--- src/rtl/nfc_regs_pkg.sv ---
package nfc_regs_pkg;
  localparam int unsigned ADDR_W    = 8;
  localparam int unsigned DATA_W    = 32;
  localparam int unsigned STAT_W    = 12;
  localparam int unsigned EVT_W     = STAT_W - 2;
  localparam int unsigned CMD_WORDS = 3;
  localparam int unsigned RUN_BIT   = 28;

  localparam logic [ADDR_W-1:0] OFF_CTRL = 8'h00;
  localparam logic [ADDR_W-1:0] OFF_STAT = 8'h14;
  localparam logic [ADDR_W-1:0] OFF_CMD  = 8'h48;

  localparam logic [DATA_W-1:0] CTRL_RST = {{(DATA_W-STAT_W){1'b0}}, {STAT_W{1'b1}}};
endpackage

--- src/rtl/nfc_ctrl_reg.sv ---
module nfc_ctrl_reg #(
  parameter int unsigned DATA_W  = 32,
  parameter int unsigned STAT_W  = 12,
  parameter int unsigned RUN_BIT = 28,
  parameter logic [DATA_W-1:0] RST_VAL = '0
) (
  input  logic              clk_i,
  input  logic              rst_ni,
  input  logic              we_i,
  input  logic [DATA_W-1:0] wdata_i,
  output logic [DATA_W-1:0] ctrl_o,
  output logic [STAT_W-1:0] mask_o,
  output logic              run_o,
  output logic              run_rise_o
);
  logic [DATA_W-1:0] ctrl_q;

  always_ff @(posedge clk_i or negedge rst_ni) begin
    if (!rst_ni)   ctrl_q <= RST_VAL;
    else if (we_i) ctrl_q <= wdata_i;
  end

  assign ctrl_o     = ctrl_q;
  assign mask_o     = ctrl_q[STAT_W-1:0];
  assign run_o      = ctrl_q[RUN_BIT];
  assign run_rise_o = we_i & wdata_i[RUN_BIT] & ~ctrl_q[RUN_BIT];

  p_run_follow_r7: assert property (@(posedge clk_i) disable iff (!rst_ni)
    run_rise_o |=> run_o);
endmodule

--- src/rtl/nfc_stat_bank.sv ---
module nfc_stat_bank #(
  parameter int unsigned STAT_W = 12,
  parameter int unsigned EVT_W  = STAT_W - 2
) (
  input  logic              clk_i,
  input  logic              rst_ni,
  input  logic [EVT_W-1:0]  evt_i,
  input  logic              clr_we_i,
  input  logic [STAT_W-1:0] clr_i,
  input  logic              wcr_set_i,
  input  logic              wcr_clr_i,
  input  logic              rdy_i,
  input  logic [STAT_W-1:0] mask_i,
  output logic [STAT_W-1:0] stat_o,
  output logic              irq_o
);
  logic [EVT_W:1] ev_q;
  logic           wcr_q;

  for (genvar g = 1; g <= EVT_W; g++) begin : g_flag
    always_ff @(posedge clk_i or negedge rst_ni) begin
      if (!rst_ni)                    ev_q[g] <= 1'b0;
      else if (evt_i[g-1])            ev_q[g] <= 1'b1; // event beats clear
      else if (clr_we_i && clr_i[g])  ev_q[g] <= 1'b0;
    end

    p_sticky_r3: assert property (@(posedge clk_i) disable iff (!rst_ni)
      (ev_q[g] && !(clr_we_i && clr_i[g])) |=> ev_q[g]);
    p_evt_wins_r5: assert property (@(posedge clk_i) disable iff (!rst_ni)
      evt_i[g-1] |=> stat_o[g]);
  end

  always_ff @(posedge clk_i or negedge rst_ni) begin
    if (!rst_ni)                                   wcr_q <= 1'b0;
    else if (wcr_set_i)                            wcr_q <= 1'b1;
    else if (wcr_clr_i || (clr_we_i && clr_i[0]))  wcr_q <= 1'b0;
  end

  assign stat_o = {rdy_i, ev_q, wcr_q};
  assign irq_o  = |(stat_o & ~mask_i);

  p_wcr_set_r7: assert property (@(posedge clk_i) disable iff (!rst_ni)
    wcr_set_i |=> stat_o[0]);
  p_mask_all_r6: assert property (@(posedge clk_i) disable iff (!rst_ni)
    (&mask_i) |-> !irq_o);
endmodule

--- src/rtl/nfc_cmd_loader.sv ---
module nfc_cmd_loader #(
  parameter int unsigned DATA_W    = 32,
  parameter int unsigned CMD_WORDS = 3
) (
  input  logic                            clk_i,
  input  logic                            rst_ni,
  input  logic                            we_i,
  input  logic                            accept_i,
  input  logic                            abort_i,
  input  logic [DATA_W-1:0]               wdata_i,
  output logic [CMD_WORDS-1:0][DATA_W-1:0] words_o,
  output logic                            valid_o,
  output logic                            last_o
);
  localparam int unsigned CNT_W = (CMD_WORDS > 1) ? $clog2(CMD_WORDS) : 1;
  localparam logic [CNT_W-1:0] LAST = CNT_W'(CMD_WORDS - 1);

  logic [CNT_W-1:0] cnt_q;
  logic             take;
  logic             valid_q;
  logic [CMD_WORDS-1:0][DATA_W-1:0] words_q;

  assign take   = we_i & accept_i;
  assign last_o = take & (cnt_q == LAST);

  always_ff @(posedge clk_i or negedge rst_ni) begin
    if (!rst_ni)      cnt_q <= '0;
    else if (abort_i) cnt_q <= '0;
    else if (take)    cnt_q <= last_o ? '0 : cnt_q + CNT_W'(1);
  end

  always_ff @(posedge clk_i or negedge rst_ni) begin
    if (!rst_ni) valid_q <= 1'b0;
    else         valid_q <= last_o;
  end

  for (genvar w = 0; w < CMD_WORDS; w++) begin : g_word
    always_ff @(posedge clk_i or negedge rst_ni) begin
      if (!rst_ni)                               words_q[w] <= '0;
      else if (take && cnt_q == CNT_W'(w))       words_q[w] <= wdata_i;
    end
  end

  assign words_o = words_q;
  assign valid_o = valid_q;

  p_gate_r8: assert property (@(posedge clk_i) disable iff (!rst_ni)
    (we_i && !accept_i && !abort_i) |=> $stable(cnt_q));
  p_valid_pulse_r9: assert property (@(posedge clk_i) disable iff (!rst_ni)
    valid_o |=> !valid_o);
  p_idle_r10: assert property (@(posedge clk_i) disable iff (!rst_ni)
    abort_i |=> (cnt_q == '0 && !valid_o));
endmodule

--- src/rtl/nfc_reg_front.sv ---
module nfc_reg_front
  import nfc_regs_pkg::*;
#(
  parameter int unsigned AW = ADDR_W,
  parameter int unsigned DW = DATA_W,
  parameter int unsigned SW = STAT_W,
  parameter int unsigned EW = EVT_W
) (
  input  logic          clk_i,
  input  logic          rst_ni,
  input  logic          reg_we_i,
  input  logic [AW-1:0] reg_addr_i,
  input  logic [DW-1:0] reg_wdata_i,
  output logic [DW-1:0] reg_rdata_o,
  input  logic [EW-1:0] evt_i,
  input  logic          rdy_i,
  output logic          run_o,
  output logic          cmd_valid_o,
  output logic [DW-1:0] cmd_word0_o,
  output logic [DW-1:0] cmd_word1_o,
  output logic [DW-1:0] cmd_word2_o,
  output logic          irq_o
);
  logic          we_ctrl, we_stat, we_cmd;
  logic [DW-1:0] ctrl;
  logic [SW-1:0] mask, stat;
  logic          run, run_rise, last;
  logic [CMD_WORDS-1:0][DW-1:0] words;

  assign we_ctrl = reg_we_i && (reg_addr_i == OFF_CTRL);
  assign we_stat = reg_we_i && (reg_addr_i == OFF_STAT);
  assign we_cmd  = reg_we_i && (reg_addr_i == OFF_CMD);

  nfc_ctrl_reg #(.DATA_W(DW), .STAT_W(SW), .RUN_BIT(RUN_BIT), .RST_VAL(CTRL_RST)) u_ctrl (
    .clk_i, .rst_ni, .we_i(we_ctrl), .wdata_i(reg_wdata_i),
    .ctrl_o(ctrl), .mask_o(mask), .run_o(run), .run_rise_o(run_rise)
  );

  nfc_stat_bank #(.STAT_W(SW), .EVT_W(EW)) u_stat (
    .clk_i, .rst_ni, .evt_i, .clr_we_i(we_stat), .clr_i(reg_wdata_i[SW-1:0]),
    .wcr_set_i(run_rise), .wcr_clr_i(last | ~run), .rdy_i, .mask_i(mask),
    .stat_o(stat), .irq_o
  );

  nfc_cmd_loader #(.DATA_W(DW), .CMD_WORDS(CMD_WORDS)) u_cmd (
    .clk_i, .rst_ni, .we_i(we_cmd), .accept_i(run & stat[0]), .abort_i(~run),
    .wdata_i(reg_wdata_i), .words_o(words), .valid_o(cmd_valid_o), .last_o(last)
  );

  always_comb begin
    case (reg_addr_i)
      OFF_CTRL: reg_rdata_o = ctrl;
      OFF_STAT: reg_rdata_o = {{(DW-SW){1'b0}}, stat};
      default:  reg_rdata_o = '0;
    endcase
  end

  assign run_o       = run;
  assign cmd_word0_o = words[0];
  assign cmd_word1_o = words[1];
  assign cmd_word2_o = words[2];

  p_wcr_low_r9: assert property (@(posedge clk_i) disable iff (!rst_ni)
    cmd_valid_o |-> !stat[0]);
  p_no_valid_idle_r10: assert property (@(posedge clk_i) disable iff (!rst_ni)
    !run_o |=> !cmd_valid_o);
endmodule

--- config.mk ---
export PLATFORM = sky130hd
export DESIGN_NAME = nfc_reg_front
export DESIGN_NICKNAME = d
export VERILOG_FILES = /design/src/rtl/nfc_regs_pkg.sv /design/src/rtl/nfc_ctrl_reg.sv /design/src/rtl/nfc_stat_bank.sv /design/src/rtl/nfc_cmd_loader.sv /design/src/rtl/nfc_reg_front.sv
export SDC_FILE = /design/constraint.sdc
export NUM_CORES = 1
export LEC_CHECK = 0
export ABC_AREA = 1
export CORE_MARGIN = 1
export CORE_UTILIZATION = 40
export DETAILED_ROUTE_END_ITERATION = 7
export DONT_BUFFER_PORTS = 1
export PLACE_DENSITY_LB_ADDON = 0.2
export SYNTH_ARGS = -nofsm -noshare
export SYNTH_HDL_FRONTEND = slang
export SYNTH_SLANG_ARGS = --single-unit
--- constraint.sdc ---
create_clock -name clk_i -period 1.5 [get_ports clk_i]
set_input_delay 0.075 -clock clk_i [delete_from_list [all_inputs] [get_ports clk_i]]
set_output_delay 0.075 -clock clk_i [all_outputs]
set_load 0.01 [all_outputs]
Word level (Yosys, flattened, before mapping)
Index checks and enable logic that the tools add are counted.
{ "word_totals": {"n_memories": 0, "mem_bits_ro": 0, "latchBits": 0, "wordCells": 90, "regBits": 142, "input_bits": 54, "out_inout_bits": 131, "mem_bits_rw": 0} }
{ "classes": {"n_mux": 26, "n_lt_le_gt_ge": 0, "eq_ne": 5, "n_mul": 0, "addsub": 1, "shifts": 0, "n_bitwise": 9, "div_mod_pow": 0, "n_reduce_logical": 32} }
{ "ops": {"columns": ["op", "n"], "rows": [
  ["32-bit case mux with 2 select lines", 1],
  ["1-bit 2-to-1 mux", 22],
  ["2-bit nonzero test", 11],
  ["1-bit logical AND", 17],
  ["12-bit bitwise AND", 1],
  ["12-bit NOT", 1],
  ["12-bit OR reduction", 1],
  ["8-bit by 5-bit == test with 1-bit output, second input constant", 1],
  ["8-bit by 7-bit == test with 1-bit output, second input constant", 1],
  ["8-bit zero test", 1],
  ["2-bit 2-to-1 mux", 3],
  ["1-bit bitwise AND", 5],
  ["2-bit by 1-bit adder with 2-bit output, second input constant", 1],
  ["2-bit by 1-bit == test with 1-bit output, second input constant", 1],
  ["2-bit == test, second input constant", 1],
  ["2-bit zero test", 1],
  ["2-bit by 1-bit != test with 1-bit output, second input constant", 1],
  ["1-bit logical OR", 1],
  ["1-bit NOT", 1],
  ["1-bit OR", 1]
]} }

Longest topological paths before layout
Gate-level depths: netlist of the first run.
{ "depth": {"ltp_word": 8, "depth_mapped": 9, "ltp_nobuf": 8} }

Cells and area by module
A second synthesis of the first run with hierarchy kept.
{ "hier_totals": {"hier_cells": 739, "hier_area_um2": 6541.3} }
{ "modules_own_cells": {"columns": ["mod", "n_inst", "cells_each", "area_each_um2", "seq_area_each_um2"], "rows": [
  ["nfc_cmd_loader", 1, 432, 3975.1, 2477.4],
  ["nfc_ctrl_reg", 1, 150, 1408.9, 815.8],
  ["nfc_reg_front", 1, 88, 600.6, 0.0],
  ["nfc_stat_bank", 1, 69, 556.8, 275.3]
]} }

Worst setup path before layout of the first run
Ideal clock, no wire load.
{ "synth_path": {"kind": "reg-to-reg", "start": "register u_ctrl.ctrl_q[28] (netlist: u_ctrl.ctrl_o[28])", "end": "register u_cmd.words_q, in the netlist u_cmd.words_o[65]", "slack_ns": 0.196, "path_buffers": 1, "arrival_time_ns": 1.187, "setup_time_ns": 0.116, "t_required_ns": 1.384, "path_stages_with_launch": 9, "period_less_slack_ns": 1.304, "cell_sequence": "dfrtp_1 nand2_2 nor2_2 nand2_2 nor2_4 nand2_2 buf_2 nand2_1 nand2_1"} }
{ "synth_between": {"elab_chain_cells": 3} }
{ "synth_lines": {"columns": ["item", "line_no", "text"], "rows": [
  ["from (decl)", "nfc_ctrl_reg.sv:16", "logic [DATA_W-1:0] ctrl_q;"],
  ["from (signal assigned)", "nfc_ctrl_reg.sv:20", "else if (we_i) ctrl_q <= wdata_i;"],
  ["1-bit bitwise AND", "nfc_reg_front.sv:46", ".clk_i, .rst_ni, .we_i(we_cmd), .accept_i(run & stat[0]), .abort_i(~run),"],
  ["1-bit bitwise AND", "nfc_cmd_loader.sv:23", "assign take = we_i & accept_i;"],
  ["1-bit logical AND", "nfc_cmd_loader.sv:40", "else if (take && cnt_q == CNT_W'(w)) words_q[w] <= wdata_i;"],
  ["to (signal, indexed assignment)", "nfc_cmd_loader.sv:40", null],
  ["to (decl)", "nfc_cmd_loader.sv:21", "logic [CMD_WORDS-1:0][DATA_W-1:0] words_q;"]
]} }
Every way passes these cells.
A chain may end at the register's enable or synchronous reset.

Worst setup path after layout of the first run
{ "layout_path": {"start": "register u_stat.wcr_q", "end": "register u_cmd.words_q, in the netlist u_cmd.words_o[93]"} }
{ "layout_between": {"elab_chain_cells": 3} }
{ "layout_lines": {"columns": ["item", "line_no", "text"], "rows": [
  ["from (decl)", "nfc_stat_bank.sv:18", "logic wcr_q;"],
  ["from (signal assigned)", "nfc_stat_bank.sv:34", "if (!rst_ni) wcr_q <= 1'b0;"],
  ["from (signal assigned)", "nfc_stat_bank.sv:35", "else if (wcr_set_i) wcr_q <= 1'b1;"],
  ["from (signal assigned)", "nfc_stat_bank.sv:36", "else if (wcr_clr_i || (clr_we_i && clr_i[0])) wcr_q <= 1'b0;"],
  ["1-bit bitwise AND", "nfc_reg_front.sv:46", null],
  ["1-bit bitwise AND", "nfc_cmd_loader.sv:23", null],
  ["1-bit logical AND", "nfc_cmd_loader.sv:40", null]
]} }
Every way passes these cells.

==> results of run 1 <==
report_power, final:
part           total [uW]  internal [uW]  switching [uW]
Sequential           3910           3890            20.0
Clock                3990           2480            1510
Combinational         257            118             139
worst min-delay path by stage:
stage                              to  slack (ns)  cells after the start
global placement    u_ctrl.ctrl_o[27]       -0.22                      0
floorplan              u_cmd.cnt_q[0]       -0.22                      0
detailed placement  u_ctrl.ctrl_o[30]       -0.22                      0
global route        u_cmd.words_o[78]       -0.66                      0
finish              u_cmd.words_o[60]       -0.64                      0
CTS                  u_stat.stat_o[4]       -0.66                      0
per-layer routing:
metal,vias to the layer above,wire (microns),GRT usage [%]
met5,-,0,0
met4,0,283,7.34
met3,21,1590,8.06
met2,205,8760,37.7
met1,2561,7550,27.6
li1,2454,-,-
placed cells by master, fill, tap and decap left out, types with 6 or more instances in the layout:
cell type                       Yosys  layout
sky130_fd_sc_hd__a21oi_1           21      21
sky130_fd_sc_hd__buf_12             7       7
sky130_fd_sc_hd__buf_4              4      21
sky130_fd_sc_hd__clkbuf_1           3       7
sky130_fd_sc_hd__clkbuf_16          0      18
sky130_fd_sc_hd__dfrtp_1          130     130
sky130_fd_sc_hd__dfstp_2           12      12
sky130_fd_sc_hd__dlygate4sd3_1      0      57
sky130_fd_sc_hd__inv_1             61      61
sky130_fd_sc_hd__nand2_1          277     276
sky130_fd_sc_hd__nand3_1            9       9
sky130_fd_sc_hd__nand4_1           69      69
sky130_fd_sc_hd__nor2_1            52      52
sky130_fd_sc_hd__o21ai_0           22      22
sky130_fd_sc_hd__o21ai_1           10      10
sky130_fd_sc_hd__o22ai_1            6       6
registers in the layout, indices dropped and copies added, names as in the netlist:
register / flops
u_cmd.words_o: 96
u_stat.wcr_q: 1
u_stat.stat_o: 10
u_cmd.valid_o: 1
u_ctrl.ctrl_o: 32
u_cmd.cnt_q: 2
worst max-delay path, delay by kind of cell, from the launching register on:
family	cells	cell delay, ns
buffers and inverters	2	0.38
DFF	1	0.39
and+or+nand+nor	6	0.55
metrics by stage:
stage	instance area, sq um	cells	util, %
after detailed placement	6490	924	42.4
after floorplan	6340	729	-
after global placement	6490	924	42.4
after CTS	7610	1013	49.7
final	7680	1016	50.1
after global routing	7680	1016	50.1
layout make-up:
| cell class | count | area share, % |
|---|---|---|
| Clock buffer | 25 | 6.06 |
| Clock inverter | 7 | 1.14 |
| Inverter | 66 | 3.23 |
| Multi-Input combinational cell | 477 | 27.7 |
| Sequential cell | 142 | 46.5 |
| Tap cell | 211 | 3.44 |
| Timing Repair Buffer | 88 | 11.9 |
repair_timing:
item                       in CTS  in global routing
buffers inserted                0                  2
hold endpoints to repair      283                142
setup endpoints to repair       0                 35
gates resized for setup         0                  3
cell families after synthesis:
group           after synthesis
buf+inv                     110
compound gates               59
flops                       142
simple gates                418
==> metrics.log, run 1 <==
INFO  metric maximum_capacitance_violations = 0
INFO  metric cell_at_the_root_of_the_clock_tree = sky130_fd_sc_hd__clkbuf_16
INFO  metric synth_mux_area_share = 0%
INFO  metric hold_class = in2async
INFO  metric max_freq = just over 700 MHz
INFO  metric synth_cell_types = 25
INFO  metric worst-setup-path-type = reg2reg
INFO  metric count_of_hold_buffers_inserted_by_post_cts_repair = 57
INFO  metric cp_slowest_cell = sky130_fd_sc_hd__dfrtp_1
INFO  metric drcViolationCount = 0
INFO  metric grt_remaining_overflow = 0
INFO  metric yosys.area.top_type_share = 51.3%
INFO  metric io_pins = roughly 190
INFO  metric place.port_buffers = 0
INFO  metric detail_route.iter0.violations = 338
INFO  metric dp_hpwl = around 12000 microns
INFO  metric share_of_the_cycle_needed_by_the_critical_path_after_routing = 93.5%
INFO  metric violations = hold timing
INFO  metric worstSetupEndpoint = u_cmd.words_o[93]
INFO  metric worstMarginPinSlew = approximately 0.48 ns
INFO  metric vdd.ir_drop.worst = about 740 uV
INFO  metric rsz0062_at_grt = true
INFO  metric regToRegStartpoint = u_stat.wcr_q
INFO  metric synthCells = approximately 730
INFO  metric total_power = ~8200 uW
INFO  metric synth.most_common_cell = sky130_fd_sc_hd__nand2_1
INFO  metric pre_cts_ws = a little over 0.09 ns
INFO  metric synth-warning-count = 0
INFO  metric synth_fa_ha_area_share = 0%
INFO  metric r2r_cells = 8
INFO  metric synth.cell_area = approximately 6300 sq um
INFO  metric reg2reg_to = u_cmd.words_o[93]
INFO  metric critPathCaptureType = flop
INFO  metric timing.critical_path.from = u_stat.wcr_q
INFO  metric grt_antenna_before_repair = 0
INFO  metric synth_area_per_cell = around 8.7 sq um
INFO  metric grt_start_max_net_pins = about 140
INFO  metric globalplace.congestion = around 0.86
INFO  metric synth_enable_flop_cells = 0
INFO  metric global_route_wire_length_before_repair = roughly 28000 microns
INFO  metric critical-path-max-stage-delay = roughly 0.4 ns
INFO  metric postRouteAntennaNets = 0
INFO  metric finalWorstSetupSlack = ~0.1 ns
INFO  metric final_hold_viol_count = between 100 and 150
INFO  metric ranking_of_synthesized_cells_by_area = sky130_fd_sc_hd__dfrtp_1, sky130_fd_sc_hd__nand2_1, sky130_fd_sc_hd__nand4_1
INFO  metric synthTopCellsByCount = sky130_fd_sc_hd__nand2_1, sky130_fd_sc_hd__dfrtp_1, sky130_fd_sc_hd__nand4_1
INFO  metric cts.sinks = around 140
INFO  metric power.density_cell_area = about 1100 nW/um^2
INFO  metric min_period = 1.40 ns
INFO  metric synth_compound_gate_area_share = between 4 and 5%
INFO  metric die-area = about 16000 sq um
INFO  metric worstPathCellList = nand2_2, nor2_2, nand2_2, buf_4, nor3_4, buf_4, nand2_1, nand2_1
INFO  metric worst_ep_arrival_time = roughly 1.8 ns
INFO  metric p_leak = around 0.0040 uW
INFO  metric die_height = ~130 microns
INFO  metric viasPerCell = a little over 5
INFO  metric register_clock_pin_slew_on_the_reported_worst_setup_and_hold_paths = ~0.050 ns
INFO  metric mappedNetlistNets = between 700 and 800
INFO  metric finalSetupViolations = 0
INFO  metric outcome = finished with violations
INFO  metric final-seq-area = between 3000 and 4000 sq um
INFO  metric largest_family_of_logic_cells_by_synthesized_area = simple AND/OR/NAND/NOR gates
INFO  metric cts_made_buffers = 17
INFO  metric required_worst_endpoint = approximately 1.9 ns
INFO  metric later_pin_clock_latency_in_the_skew_report = ~0.42 ns
INFO  metric worst_slew_margin_rel = between 60% and 70%
INFO  metric synth_xor_area_share = 0%
INFO  metric num-fill-cells = between 1000 and 1500
INFO  metric routed-via-count = around 5200
INFO  metric initial_util = around two fifths
INFO  metric finalSetupTns = 0 ns
INFO  metric areaGrowthSynthToFinish = 21.1%
INFO  metric globalRouteTotalUtil = 22.7%
INFO  metric final-max-slew-violation-count = 0
INFO  metric placementRows = 45
INFO  metric num-nets-final = about 850
INFO  metric fin_skew = 0.00744 ns
INFO  metric tritoncts_clock_tree = built
INFO  metric start_kind = flop
INFO  metric n_antenna_cell = 0
INFO  metric ys_seq_elements = between 100 and 150
INFO  metric asyncSetResetFlopFracSynth = 100%
INFO  metric first_pass_iters = 5
INFO  metric die_x = between 100 and 150 microns
INFO  metric first_global_vias = between 5000 and 6000
INFO  metric synth_sequential_area_ratio = between 50% and 60%
INFO  metric synthSimpleGateAreaFrac = about 29%
INFO  metric crit_path_max_fanout = 11
INFO  metric cell_type_with_the_highest_aggregate_area_in_the_netlist = sky130_fd_sc_hd__dfrtp_1
INFO  metric h-tree-depth = 4
INFO  metric r2r_slack = 0.1 ns
INFO  metric post_route_cells_drive_above_1_share = 10.4%
INFO  metric core-area = 15300 sq um
INFO  metric drt-wirelength-per-cell = around 18 microns
INFO  metric multi_input_area = 2130 sq um
INFO  metric hold-worst-slack = -0.637 ns
INFO  metric routed_wirelength = between 15000 and 20000 microns
INFO  metric ys.flop_type = sky130_fd_sc_hd__dfrtp_1
INFO  metric ctsLongestPathBuffers = 2
Note: power is estimated with default switching activity, not from simulation.
==> run 2, diff against run 1 <==
--- a/config.mk
+++ b/config.mk
@@ -6,10 +6,12 @@
 export NUM_CORES = 1
 export LEC_CHECK = 0
 export ABC_AREA = 1
+export ABC_CLOCK_PERIOD_IN_PS = 1500
 export CORE_MARGIN = 1
 export CORE_UTILIZATION = 40
 export DETAILED_ROUTE_END_ITERATION = 7
 export DONT_BUFFER_PORTS = 1
+export HOLD_SLACK_MARGIN = 0.12
 export PLACE_DENSITY_LB_ADDON = 0.2
 export SYNTH_ARGS = -nofsm -noshare
 export SYNTH_HDL_FRONTEND = slang
==> metrics.log, run 2 (same netlist as run 1, synthesis figures left out) <==
INFO  metric min_period = 1.43 ns (was 1.40 ns)
INFO  metric initial_util = 41.4% (unchanged)
INFO  metric final_cell_count_no_fill = 1026 (was 1016)
INFO  metric placed_area = 6490 sq um (unchanged)
INFO  metric finalSetupTns = 0 ns (unchanged)
INFO  metric worst_ep_arrival_time = 1.78 ns (was 1.75 ns)
INFO  metric post_route_cells_drive_above_1_share = 10.8% (was 10.4%)
INFO  metric maximum_capacitance_violations = 0 (unchanged)
INFO  metric global_route_wire_length_before_repair = 28100 microns (unchanged)
INFO  metric worst-setup-path-type = reg2reg (unchanged)
INFO  metric place.port_buffers = 0 (unchanged)
INFO  metric num-fill-cells = 1472 (was 1484)
INFO  metric cp.buffers_inverters = 3 (was 2)
INFO  metric globalplace.congestion = 0.863 (unchanged)
INFO  metric max_freq = 702 MHz (was 713 MHz)
INFO  metric mostFrequentLayoutCell = sky130_fd_sc_hd__nand2_1 (unchanged)
INFO  metric worstMarginPinSlew = 0.440 ns (was 0.476 ns)
INFO  metric fin_area = 7770 sq um (was 7680 sq um)
INFO  metric cp_slowest_cell = sky130_fd_sc_hd__dfrtp_1 (unchanged)
INFO  metric cell_at_the_root_of_the_clock_tree = sky130_fd_sc_hd__clkbuf_16 (unchanged)
INFO  metric postRouteAntennaNets = 0 (unchanged)
INFO  metric placementRows = 45 (unchanged)
INFO  metric hold_class = in2async (unchanged)
INFO  metric drcViolationCount = 0 (unchanged)
INFO  metric first_global_vias = 5112 (was 5062)
INFO  metric total_power = 8160 uW (was 8150 uW)
INFO  metric ctsLongestPathBuffers = 2 (unchanged)
INFO  metric required_worst_endpoint = 1.85 ns (about the same)
INFO  metric io_pins = 185 (unchanged)
INFO  metric fin_skew = 0.00883 ns (was 0.00744 ns)
INFO  metric tritoncts_clock_tree = built (unchanged)
INFO  metric grt_remaining_overflow = 0 (unchanged)
INFO  metric cts.sinks = 142 (unchanged)
INFO  metric critical-path-max-stage-delay = 0.39 ns (about the same)
INFO  metric register_clock_pin_slew_on_the_reported_worst_setup_and_hold_paths = 0.06 ns (was 0.05 ns)
INFO  metric later_pin_clock_latency_in_the_skew_report = 0.42 ns (about the same)
INFO  metric critPathCaptureType = flop (unchanged)
INFO  metric worst_slew_margin_rel = 70.4% (was 68.0%)
INFO  metric timing.critical_path.from = u_stat.wcr_q (unchanged)
INFO  metric p_leak = 0.00408 uW (was 0.00403 uW)
INFO  metric drt-wirelength-per-cell = 17.7 microns (was 17.9 microns)
INFO  metric cts_made_buffers = 17 (unchanged)
INFO  metric die_x = 128 microns (unchanged)
INFO  metric power.density_cell_area = 1050 nW/um^2 (was 1060 nW/um^2)
INFO  metric outcome = finished with violations (unchanged)
INFO  metric critPathTopFamily = simple AND/OR/NAND/NOR gates (unchanged)
INFO  metric die_height = 128 microns (unchanged)
INFO  metric grt_antenna_before_repair = 1 (was 0)
INFO  metric regToRegStartpoint = u_stat.wcr_q (unchanged)
INFO  metric num-nets-final = 855 (was 846)
INFO  metric most-common-layout-cells = sky130_fd_sc_hd__nand2_1, sky130_fd_sc_hd__dfrtp_1, sky130_fd_sc_hd__nand4_1 (unchanged)
INFO  metric vdd.ir_drop.worst = 738 uV (was 740 uV)
INFO  metric start_kind = flop (unchanged)
INFO  metric largest_register_ffs = 96 (unchanged)
INFO  metric crit_path_max_fanout = 11 (unchanged)
INFO  metric detail_route.iter0.violations = 389 (was 338)
INFO  metric die-area = 16400 sq um (unchanged)
INFO  metric postLayoutCoreUtil = 50.8% (was 50.1%)
INFO  metric share_of_the_cycle_needed_by_the_critical_path_after_routing = 95.0% (was 93.5%)
INFO  metric dp_hpwl = 11600 microns (unchanged)
INFO  metric violations = hold timing (unchanged)
INFO  metric routed_wirelength = 18100 microns (was 18200 microns)
INFO  metric core-area = 15300 sq um (unchanged)
INFO  metric hold-worst-slack = -0.635 ns (was -0.637 ns)
INFO  metric worstPathCellList = nand2_2, nor2_2, nand2_2, buf_4, nor3_4, buf_4, buf_12, nand2_1, nand2_1 (was nand2_2, nor2_2, nand2_2, buf_4, nor3_4, buf_4, nand2_1, nand2_1)
INFO  metric post-place-cells = 924 (unchanged)
INFO  metric first_pass_iters = 7 (was 5)
INFO  metric count_of_hold_buffers_inserted_by_post_cts_repair = 63 (was 57)
INFO  metric grt_start_max_net_pins = 143 (unchanged)
INFO  metric h-tree-depth = 4 (unchanged)
INFO  metric final-max-slew-violation-count = 0 (unchanged)
INFO  metric globalRouteTotalUtil = 22.7% (about the same)
INFO  metric viasPerCell = 5.16 (about the same)
INFO  metric rsz0062_at_grt = true (unchanged)
INFO  metric final_hold_viol_count = 142 (unchanged)
INFO  metric areaGrowthSynthToFinish = 22.6% (was 21.1%)
INFO  metric routed-via-count = 5294 (was 5241)
INFO  metric r2r_slack = 0.07 ns (was 0.1 ns)
INFO  metric finalSetupViolations = 0 (unchanged)
[run 2: layout make-up]
| class | instances | area, sq um | share of cell area (%) |
|---|---|---|---|
| Antenna cell | 1 | 2.50 | 0.0322 |
| Clock buffer | 25 | 465 | 5.99 |
| Clock inverter | 7 | 87.6 | 1.13 |
| Inverter | 66 | 248 | 3.19 |
| Multi-Input combinational cell | 477 | 2130 | 27.4 |
| Sequential cell | 142 | 3570 | 45.9 |
| Tap cell | 211 | 264 | 3.40 |
| Timing Repair Buffer | 97 | 1010 | 13.0 |
[run 2: worst reg2reg max path, stage by stage (launching register included)]
cell	delay [ns]
sky130_fd_sc_hd__dfrtp_1	0.39
sky130_fd_sc_hd__nand2_2	0.08
sky130_fd_sc_hd__nor2_2	0.11
sky130_fd_sc_hd__nand2_2	0.08
sky130_fd_sc_hd__buf_4	0.15
sky130_fd_sc_hd__nor3_4	0.12
sky130_fd_sc_hd__buf_4	0.16
sky130_fd_sc_hd__buf_12	0.14
sky130_fd_sc_hd__nand2_1	0.07
sky130_fd_sc_hd__nand2_1	0.06
[run 2: power by group]
part	leakage, uW	internal [uW]	switching, uW
logic	0.00202	121	142
clock network	0.000269	2480	1510
registers	0.00179	3890	19.8
total	0.00408	6490	1670
[run 2: worst paths after layout]
check,end,cells after the start
worst max-delay path,u_cmd.words_o[71],9
worst min-delay path,u_ctrl.ctrl_o[30],0
worst max register to register,u_cmd.words_o[71],9
worst min register to register,u_ctrl.ctrl_o[10],2
max in group asynchronous,u_ctrl.ctrl_o[1],0
min in group clk_i,u_ctrl.ctrl_o[28],6
[run 2: through the flow]
stage / hold slack (ns) / setup WS, ns
2_1_floorplan: -0.221 / 0.196
3_3_place_gp: -0.217 / 0.139
3_5_place_dp: -0.218 / 0.0913
4_1_cts: -0.662 / 0.0807
5_1_grt: -0.662 / -0.0258
6_report: -0.635 / 0.0747
[run 2: per-layer routing]
layer  vias to the layer above  share of wire [%]  GRT usage [%]  wire length [microns]
met5                         -                  0              0                      0
met4                         0                1.7           8.17                    300
met3                        21                8.4           8.18                   1520
met2                       203                 48           37.3                   8760
met1                      2590                 42           27.4                   7560
li1                       2480                  -              -                      -
[run 2: what timing repair did]
item                                   in CTS  in global routing
setup endpoints to repair                   0                 62
buffers inserted                            0                  4
endpoints found under the hold margin     284                142
gates resized for setup                     0                  8
